**src/rtl/pil_pkg.sv**
```systemverilog
// Package: shared types for the post-increment load slice.
// Assumes an 8-bit instruction of {dest[1:0], base[1:0], opcode[3:0]}.
package pil_pkg;
    typedef enum logic [2:0] {
        ST_FETCH  = 3'd0,
        ST_RDREG  = 3'd1,
        ST_MEMRD  = 3'd2,
        ST_WRDATA = 3'd3,
        ST_WRBASE = 3'd4
    } pil_state_e;

    typedef enum logic [1:0] {
        RW_DST  = 2'd0,
        RW_BASE = 2'd1,
        RW_ONE  = 2'd2
    } pil_rwsel_e;

    typedef enum logic [1:0] {
        A1_PC = 2'd0,
        A1_RA = 2'd1,
        A1_RB = 2'd2
    } pil_alu1_e;

    typedef enum logic {
        AD_PC   = 1'b0,
        AD_BASE = 1'b1
    } pil_addr_e;

    localparam logic [3:0] OP_LOAD = 4'h0;
endpackage

```
**src/rtl/pil_regfile.sv**
```systemverilog
// Module: register file with two combinational read ports and one write port.
// Assumes a synchronous active-low reset clears every entry to zero.
module pil_regfile #(
    parameter int DW   = 8,
    parameter int NREG = 4,
    localparam int RAW = $clog2(NREG)
) (
    input  logic               clk,
    input  logic               rst_n,
    input  logic               we,
    input  logic [RAW-1:0]     waddr,
    input  logic [DW-1:0]      wdata,
    input  logic [RAW-1:0]     raddr_a,
    input  logic [RAW-1:0]     raddr_b,
    output logic [DW-1:0]      rdata_a,
    output logic [DW-1:0]      rdata_b,
    output logic [NREG*DW-1:0] regs_flat
);
    logic [DW-1:0] entry [NREG];

    for (genvar k = 0; k < NREG; k++) begin : g_entry
        // Hold one register; load it when the write port addresses it.
        always_ff @(posedge clk) begin
            if (!rst_n)
                entry[k] <= '0;
            else if (we && (waddr == RAW'(k)))
                entry[k] <= wdata;
        end
        assign regs_flat[k*DW +: DW] = entry[k];
    end

    // Read both ports straight from the storage.
    always_comb begin
        rdata_a = entry[raddr_a];
        rdata_b = entry[raddr_b];
    end
endmodule

```
**src/rtl/pil_alu.sv**
```systemverilog
// Module: ALU operand select and incrementer.
// Assumes the second operand is always the constant one (only additions of 1 are needed).
module pil_alu
    import pil_pkg::*;
#(
    parameter int DW = 8
) (
    input  pil_alu1_e     sel1,
    input  logic [DW-1:0] pc_val,
    input  logic [DW-1:0] ra_val,
    input  logic [DW-1:0] rb_val,
    output logic [DW-1:0] sum
);
    logic [DW-1:0] op1;

    // Pick the first operand and add one, modulo 2^DW.
    always_comb begin
        unique case (sel1)
            A1_RA:   op1 = ra_val;
            A1_RB:   op1 = rb_val;
            default: op1 = pc_val;
        endcase
        sum = op1 + DW'(1);
    end
endmodule

```
**src/rtl/pil_ctrl.sv**
```systemverilog
// Module: multicycle controller. Fetch, read registers, then either retire
// (any non-load opcode) or run the three load steps.
// Assumes the opcode input is stable from the second cycle on (IR loads only in fetch).
module pil_ctrl
    import pil_pkg::*;
#(
    parameter int OPW = 4
) (
    input  logic           clk,
    input  logic           rst_n,
    input  logic [OPW-1:0] opcode,
    output pil_state_e     state,
    output logic           ir_load,
    output logic           pc_load,
    output logic           ab_load,
    output logic           mem_load,
    output logic           rf_we,
    output logic           wd_alu,
    output pil_rwsel_e     rwsel,
    output pil_alu1_e      alu1_sel,
    output pil_addr_e      addr_sel,
    output logic           retire
);
    logic is_load;
    assign is_load = (opcode == OPW'(OP_LOAD));

    // Advance the state register.
    always_ff @(posedge clk) begin
        if (!rst_n)
            state <= ST_FETCH;
        else begin
            unique case (state)
                ST_FETCH:  state <= ST_RDREG;
                ST_RDREG:  state <= is_load ? ST_MEMRD : ST_FETCH;
                ST_MEMRD:  state <= ST_WRDATA;
                ST_WRDATA: state <= ST_WRBASE;
                default:   state <= ST_FETCH;
            endcase
        end
    end

    // Decode the state into datapath controls.
    always_comb begin
        ir_load  = (state == ST_FETCH);
        pc_load  = (state == ST_FETCH);
        ab_load  = (state == ST_RDREG);
        mem_load = (state == ST_MEMRD);
        rf_we    = (state == ST_WRDATA) || (state == ST_WRBASE);
        wd_alu   = (state == ST_WRBASE);
        rwsel    = (state == ST_WRBASE) ? RW_BASE : RW_DST;
        alu1_sel = (state == ST_MEMRD) ? A1_RB : A1_PC;
        addr_sel = (state == ST_MEMRD) ? AD_BASE : AD_PC;
        retire   = (state == ST_WRBASE) || ((state == ST_RDREG) && !is_load);
    end


    nop_retire_chk: assert property (@(posedge clk) disable iff (!rst_n)
        (state == ST_RDREG && !is_load) |=> (state == ST_FETCH));

    load_order_chk: assert property (@(posedge clk) disable iff (!rst_n)
        (state == ST_MEMRD) |=> (state == ST_WRDATA));

    wb_last_chk: assert property (@(posedge clk) disable iff (!rst_n)
        (state == ST_WRDATA) |=> (state == ST_WRBASE && retire));

    retire_fetch_chk: assert property (@(posedge clk) disable iff (!rst_n)
        retire |=> (state == ST_FETCH && !retire));
endmodule

```
**src/rtl/pil_core.sv**
```systemverilog
// Module: top of the post-increment load slice. Holds PC, IR, the latched read
// values, MDR and the ALU result register, and wires controller, ALU and file.
// Assumes memory answers mem_addr with mem_rdata in the same cycle.
module pil_core
    import pil_pkg::*;
#(
    parameter int DW   = 8,
    parameter int NREG = 4,
    localparam int RAW = $clog2(NREG),
    localparam int OPW = DW - 2*RAW
) (
    input  logic               clk,
    input  logic               rst_n,
    output logic [DW-1:0]      mem_addr,
    input  logic [DW-1:0]      mem_rdata,
    output logic               retire,
    output logic [DW-1:0]      pc,
    output logic [NREG*DW-1:0] regs_flat
);
    logic [DW-1:0]  ir, a_q, b_q, mdr, aluout, alu_sum, rd_a, rd_b, wdata;
    logic [RAW-1:0] dst_f, base_f, waddr;
    logic [OPW-1:0] op_f;
    pil_state_e     state;
    pil_rwsel_e     rwsel;
    pil_alu1_e      alu1_sel;
    pil_addr_e      addr_sel;
    logic           ir_load, pc_load, ab_load, mem_load, rf_we, wd_alu;

    assign dst_f  = ir[DW-1 -: RAW];
    assign base_f = ir[DW-1-RAW -: RAW];
    assign op_f   = ir[OPW-1:0];

    pil_ctrl #(.OPW(OPW)) u_ctrl (
        .clk(clk), .rst_n(rst_n), .opcode(op_f), .state(state),
        .ir_load(ir_load), .pc_load(pc_load), .ab_load(ab_load),
        .mem_load(mem_load), .rf_we(rf_we), .wd_alu(wd_alu),
        .rwsel(rwsel), .alu1_sel(alu1_sel), .addr_sel(addr_sel),
        .retire(retire)
    );

    pil_alu #(.DW(DW)) u_alu (
        .sel1(alu1_sel), .pc_val(pc), .ra_val(a_q), .rb_val(b_q), .sum(alu_sum)
    );

    // Select the write register from the two IR fields or the constant register 1.
    always_comb begin
        unique case (rwsel)
            RW_BASE: waddr = base_f;
            RW_ONE:  waddr = RAW'(1);
            default: waddr = dst_f;
        endcase
        wdata    = wd_alu ? aluout : mdr;
        mem_addr = (addr_sel == AD_BASE) ? b_q : pc;
    end

    pil_regfile #(.DW(DW), .NREG(NREG)) u_rf (
        .clk(clk), .rst_n(rst_n), .we(rf_we), .waddr(waddr), .wdata(wdata),
        .raddr_a(dst_f), .raddr_b(base_f), .rdata_a(rd_a), .rdata_b(rd_b),
        .regs_flat(regs_flat)
    );

    // Program counter and instruction register update during fetch.
    always_ff @(posedge clk) begin
        if (!rst_n) begin
            pc <= '0;
            ir <= '0;
        end else if (pc_load) begin
            pc <= alu_sum;
            if (ir_load) ir <= mem_rdata;
        end
    end

    // Latch both register reads, then the memory byte and the incremented base.
    always_ff @(posedge clk) begin
        if (!rst_n) begin
            a_q    <= '0;
            b_q    <= '0;
            mdr    <= '0;
            aluout <= '0;
        end else begin
            if (ab_load) begin
                a_q <= rd_a;
                b_q <= rd_b;
            end
            if (mem_load) begin
                mdr    <= mem_rdata;
                aluout <= alu_sum;
            end
        end
    end


    pc_step_chk: assert property (@(posedge clk) disable iff (!rst_n)
        (state == ST_FETCH) |=> (pc == $past(pc) + 1'b1));

    inc_base_chk: assert property (@(posedge clk) disable iff (!rst_n)
        (state == ST_MEMRD) |=> (aluout == $past(b_q) + 1'b1 && mdr == $past(mem_rdata)));

    data_write_chk: assert property (@(posedge clk) disable iff (!rst_n)
        (state == ST_WRDATA) |=> (regs_flat[dst_f*DW +: DW] == $past(mdr)));

    base_last_chk: assert property (@(posedge clk) disable iff (!rst_n)
        (state == ST_WRBASE) |=> (regs_flat[base_f*DW +: DW] == $past(aluout)));
endmodule

```
**config.mk**
```make
export PLATFORM = sky130hd
export DESIGN_NAME = pil_core
export DESIGN_NICKNAME = d
export VERILOG_FILES = /design/src/rtl/pil_pkg.sv /design/src/rtl/pil_regfile.sv /design/src/rtl/pil_alu.sv /design/src/rtl/pil_ctrl.sv /design/src/rtl/pil_core.sv
export SDC_FILE = /design/constraint.sdc
export NUM_CORES = 1
export LEC_CHECK = 0
export BUFFER_PORTS_ARGS = -buffer_cell sky130_fd_sc_hd__clkbuf_2
export CORE_AREA = 3 3 79 81
export CTS_BUF_LIST = sky130_fd_sc_hd__clkbuf_8
export DETAILED_ROUTE_END_ITERATION = 10
export DIE_AREA = 0 0 82 84
export HOLD_SLACK_MARGIN = 0.1
export MAX_ROUTING_LAYER = met4
export PLACE_DENSITY_LB_ADDON = 0.3
export SLEW_MARGIN = 20
export SYNTH_ARGS = -nofsm -noshare
export SYNTH_HDL_FRONTEND = slang
export SYNTH_SLANG_ARGS = --single-unit
```
**constraint.sdc**
```tcl
create_clock -name clk -period 5.96 [get_ports clk]
set_input_delay 0 -clock clk [delete_from_list [all_inputs] [get_ports clk]]
set_output_delay 0 -clock clk [all_outputs]
set_load 0.02 [all_outputs]
```
==> impl_metrics.toml <==
[grt]
grt.total_usage_pct = 25.8
antenna_found_initial = 0
grt_max_degree = 37
first_global_vias = 2636
grt_pass1_wl_um = 13100
grt.overflow.total = 0

[final_layout]
syn_to_final_growth_pct = 17.3
drive_gt1_share_pct = 23.0
fin_nets = 406
diodes = 0
final_util_pct = 71.0

[synthesis]
synthTopCellsByCount = "79 x nand2_1, 43 x dfxtp_1, 43 x nor2_1"
syn_nets = 344
netlist.area_leader.share_pct = 28.7
synth_edf_count = 32
synth_area_mm2 = 0.00335
synthArstFlopShare_pct = 0
yosysTopAreaCell = "edfxtp_1"
synth_area_leaders = "edfxtp_1 29%, dfxtp_1 26%, nand2_1 8.8%"
yosysMostFrequentCell = "nand2_1"
synthCells = 333
synth.distinct_cells = 41
synthFlopType = "dfxtp_1"
ys_seq_elements = 75
yosysSeqAreaShare_pct = 54.3
syn_area_per_cell_um2 = 10.1
yosys_warnings = 0

[route]
wl_per_cell_um = 16.8
ant_nets = 0
drc = 0
drtIter0Drc = 213
viasPerCell = 5.68
first_pass_iters = 4
via_count = 2682
routed_wirelength_um = 7910

[critical_path]
cp.depth = 8
cp_max_fo = 22
r2r_cells = 8
crit_required_ns = 6.20
path_class = "reg2reg"
cpPeakStageDelay_ns = 0.65
critPathBufInv = 0
crit_chain = "or3b_1, nand2_1, nand2_1, ha_1, nor4b_1, nand4_1, xnor2_1, and2_1"
cp-end-kind = "flip-flop"
cp-start-kind = "flip-flop"
path_delay_family = "simple AND/OR/NAND/NOR gates"
critPathArrivalTime_ns = 2.93
cp_slowest_cell = "or3b_1"
crit_top_cell = "nand2_1"

[floorplan]
fp.dieW_um = 82
core-area_mm2 = 0.00554
die_h_um = 84
die_area_mm2 = 0.00689
start_util_pct = 60.5
ios = 59
rows = 27

[timing]
grt_setup_unrepaired = "no"
max_slew_margin_pct = 33.9
max_freq_mhz = 372
drv_slew = 0
hold_slack_ns = 0.220
period_needed_ns = 2.69
skew_ns = 0.0101
worst_pin_slew_ns = 0.985
setup_tns_ns = 0
hold_viol_final = 0
finalSetupViolCount = 0
fin_crit_sh_pct = 45.1

[pwr]
vdd.ir_drop.worst_v = 0.000228
p_per_area_mw_per_mm2 = 282
totalPowerFinal_uw = 1110
leakage_uw = 0.00154

[clock_tree]
ctsResizeCount = 0
clkLatencyLatePin_ns = 0.34
cts_tree = "done"
clockRootBuffer = "clkbuf_8"
hold_buffers = 8
cts_buffers = 9
cts_setup_buffers = 0
cts.sinks = 75
htree_levels = 3
cts_buffer_depth = 2
clk_pin_slew_ns = 0.07

[place]
place_congestion = 0.878
port_buffers = 58
post-dp-hpwl_um = 5530

[run_status]
outcome = "finished clean"

[min_path]
hold_class = "in2reg"
min_delay_path_depth = 3

[run]
cap_violations = 0
[area by class of cell]
cell class / count / area, um2
Fill cell: 428 / 1610
Tap cell: 72 / 90.1
Inverter: 1 / 3.75
Sequential cell: 75 / 1820
Multi-Input combinational cell: 238 / 1430
Clock buffer: 9 / 124
Clock inverter: 7 / 61.3
Timing Repair Buffer: 70 / 400
[path summary, 6_finish.rpt]
path              slack, ns  endpoint            start
setup / recovery       3.27     pc[6]  u_ctrl.state[0]
hold / removal         0.22     pc[7]            rst_n
setup reg to reg       3.27     pc[6]  u_ctrl.state[0]
hold reg to reg        0.46     ir[2]            ir[2]
[cells by family (layout without fill, tap and decap cells)]
family                   Yosys count  after routing  share of synthesized area, %
flip-flops                        75             75                          54.3
multiplexers                      20             20                          9.15
AO/OA/AOI/OAI                     45             45                          8.03
XOR/XNOR                          10             10                          2.61
adder cells (fa/ha/maj)            1              1                         0.373
AND/OR/NAND/NOR                  162            162                          22.5
buffers and inverters             20             87                          2.99
[through the flow]
stage | cell area, um2 | cells | setup WS [ns]
after floorplan | 3350 | 333 | 3.43
after global placement | 3670 | 448 | 3.37
after detailed placement | 3670 | 448 | 3.26
after CTS | 3930 | 472 | 3.26
after global routing | 3930 | 472 | 2.94
final | 3930 | 472 | 3.27
[per-layer routing]
| layer | track usage, % | part of all wire, % | up-vias |
|---|---|---|---|
| met2 | 37.9 | 47 | 120 |
| met1 | 35.1 | 43 | 1260 |
| li1 | - | - | 1284 |
| met5 | - | 0 | - |
| met3 | 4.97 | 6.8 | 18 |
| met4 | 10.4 | 2.4 | 0 |
[power by group]
group	total, uW	internal [uW]	switching, uW
combinational	141	53.8	87.7
clock	373	188	185
sequential	592	561	31.1
total	1110	803	304
[placed cells by master, fill, tap and decap left out, drive strengths merged, types with 3 or more instances in the layout]
cell type / instances
nand3: 12
nand4: 4
or3b: 3
nor2: 43
mux4: 8
a211oi: 4
clkinv: 4
buf: 4
xnor2: 7
dlygate4sd3: 8
o21ai: 7
dfxtp: 43
xor2: 3
edfxtp: 32
nor4: 3
and3: 4
nand2: 79
a21oi: 28
clkbuf: 67
nand2b: 3
mux2i: 10
nor3b: 3
[sequential cells by signal, indices dropped and copies added, names as in the netlist]
name	cells
mdr	8
pc	8
u_rf.entry	32
u_ctrl.state	3
ir	8
aluout	8
b_q	8
[tightest hold or removal path: cells and delay by family]
kind,cells,cell delay (ns)
buffers and inverters,1,0.30
and+or+nand+nor,1,0.15
muxes,1,0.05
Note: power is estimated with default switching activity, not from simulation.
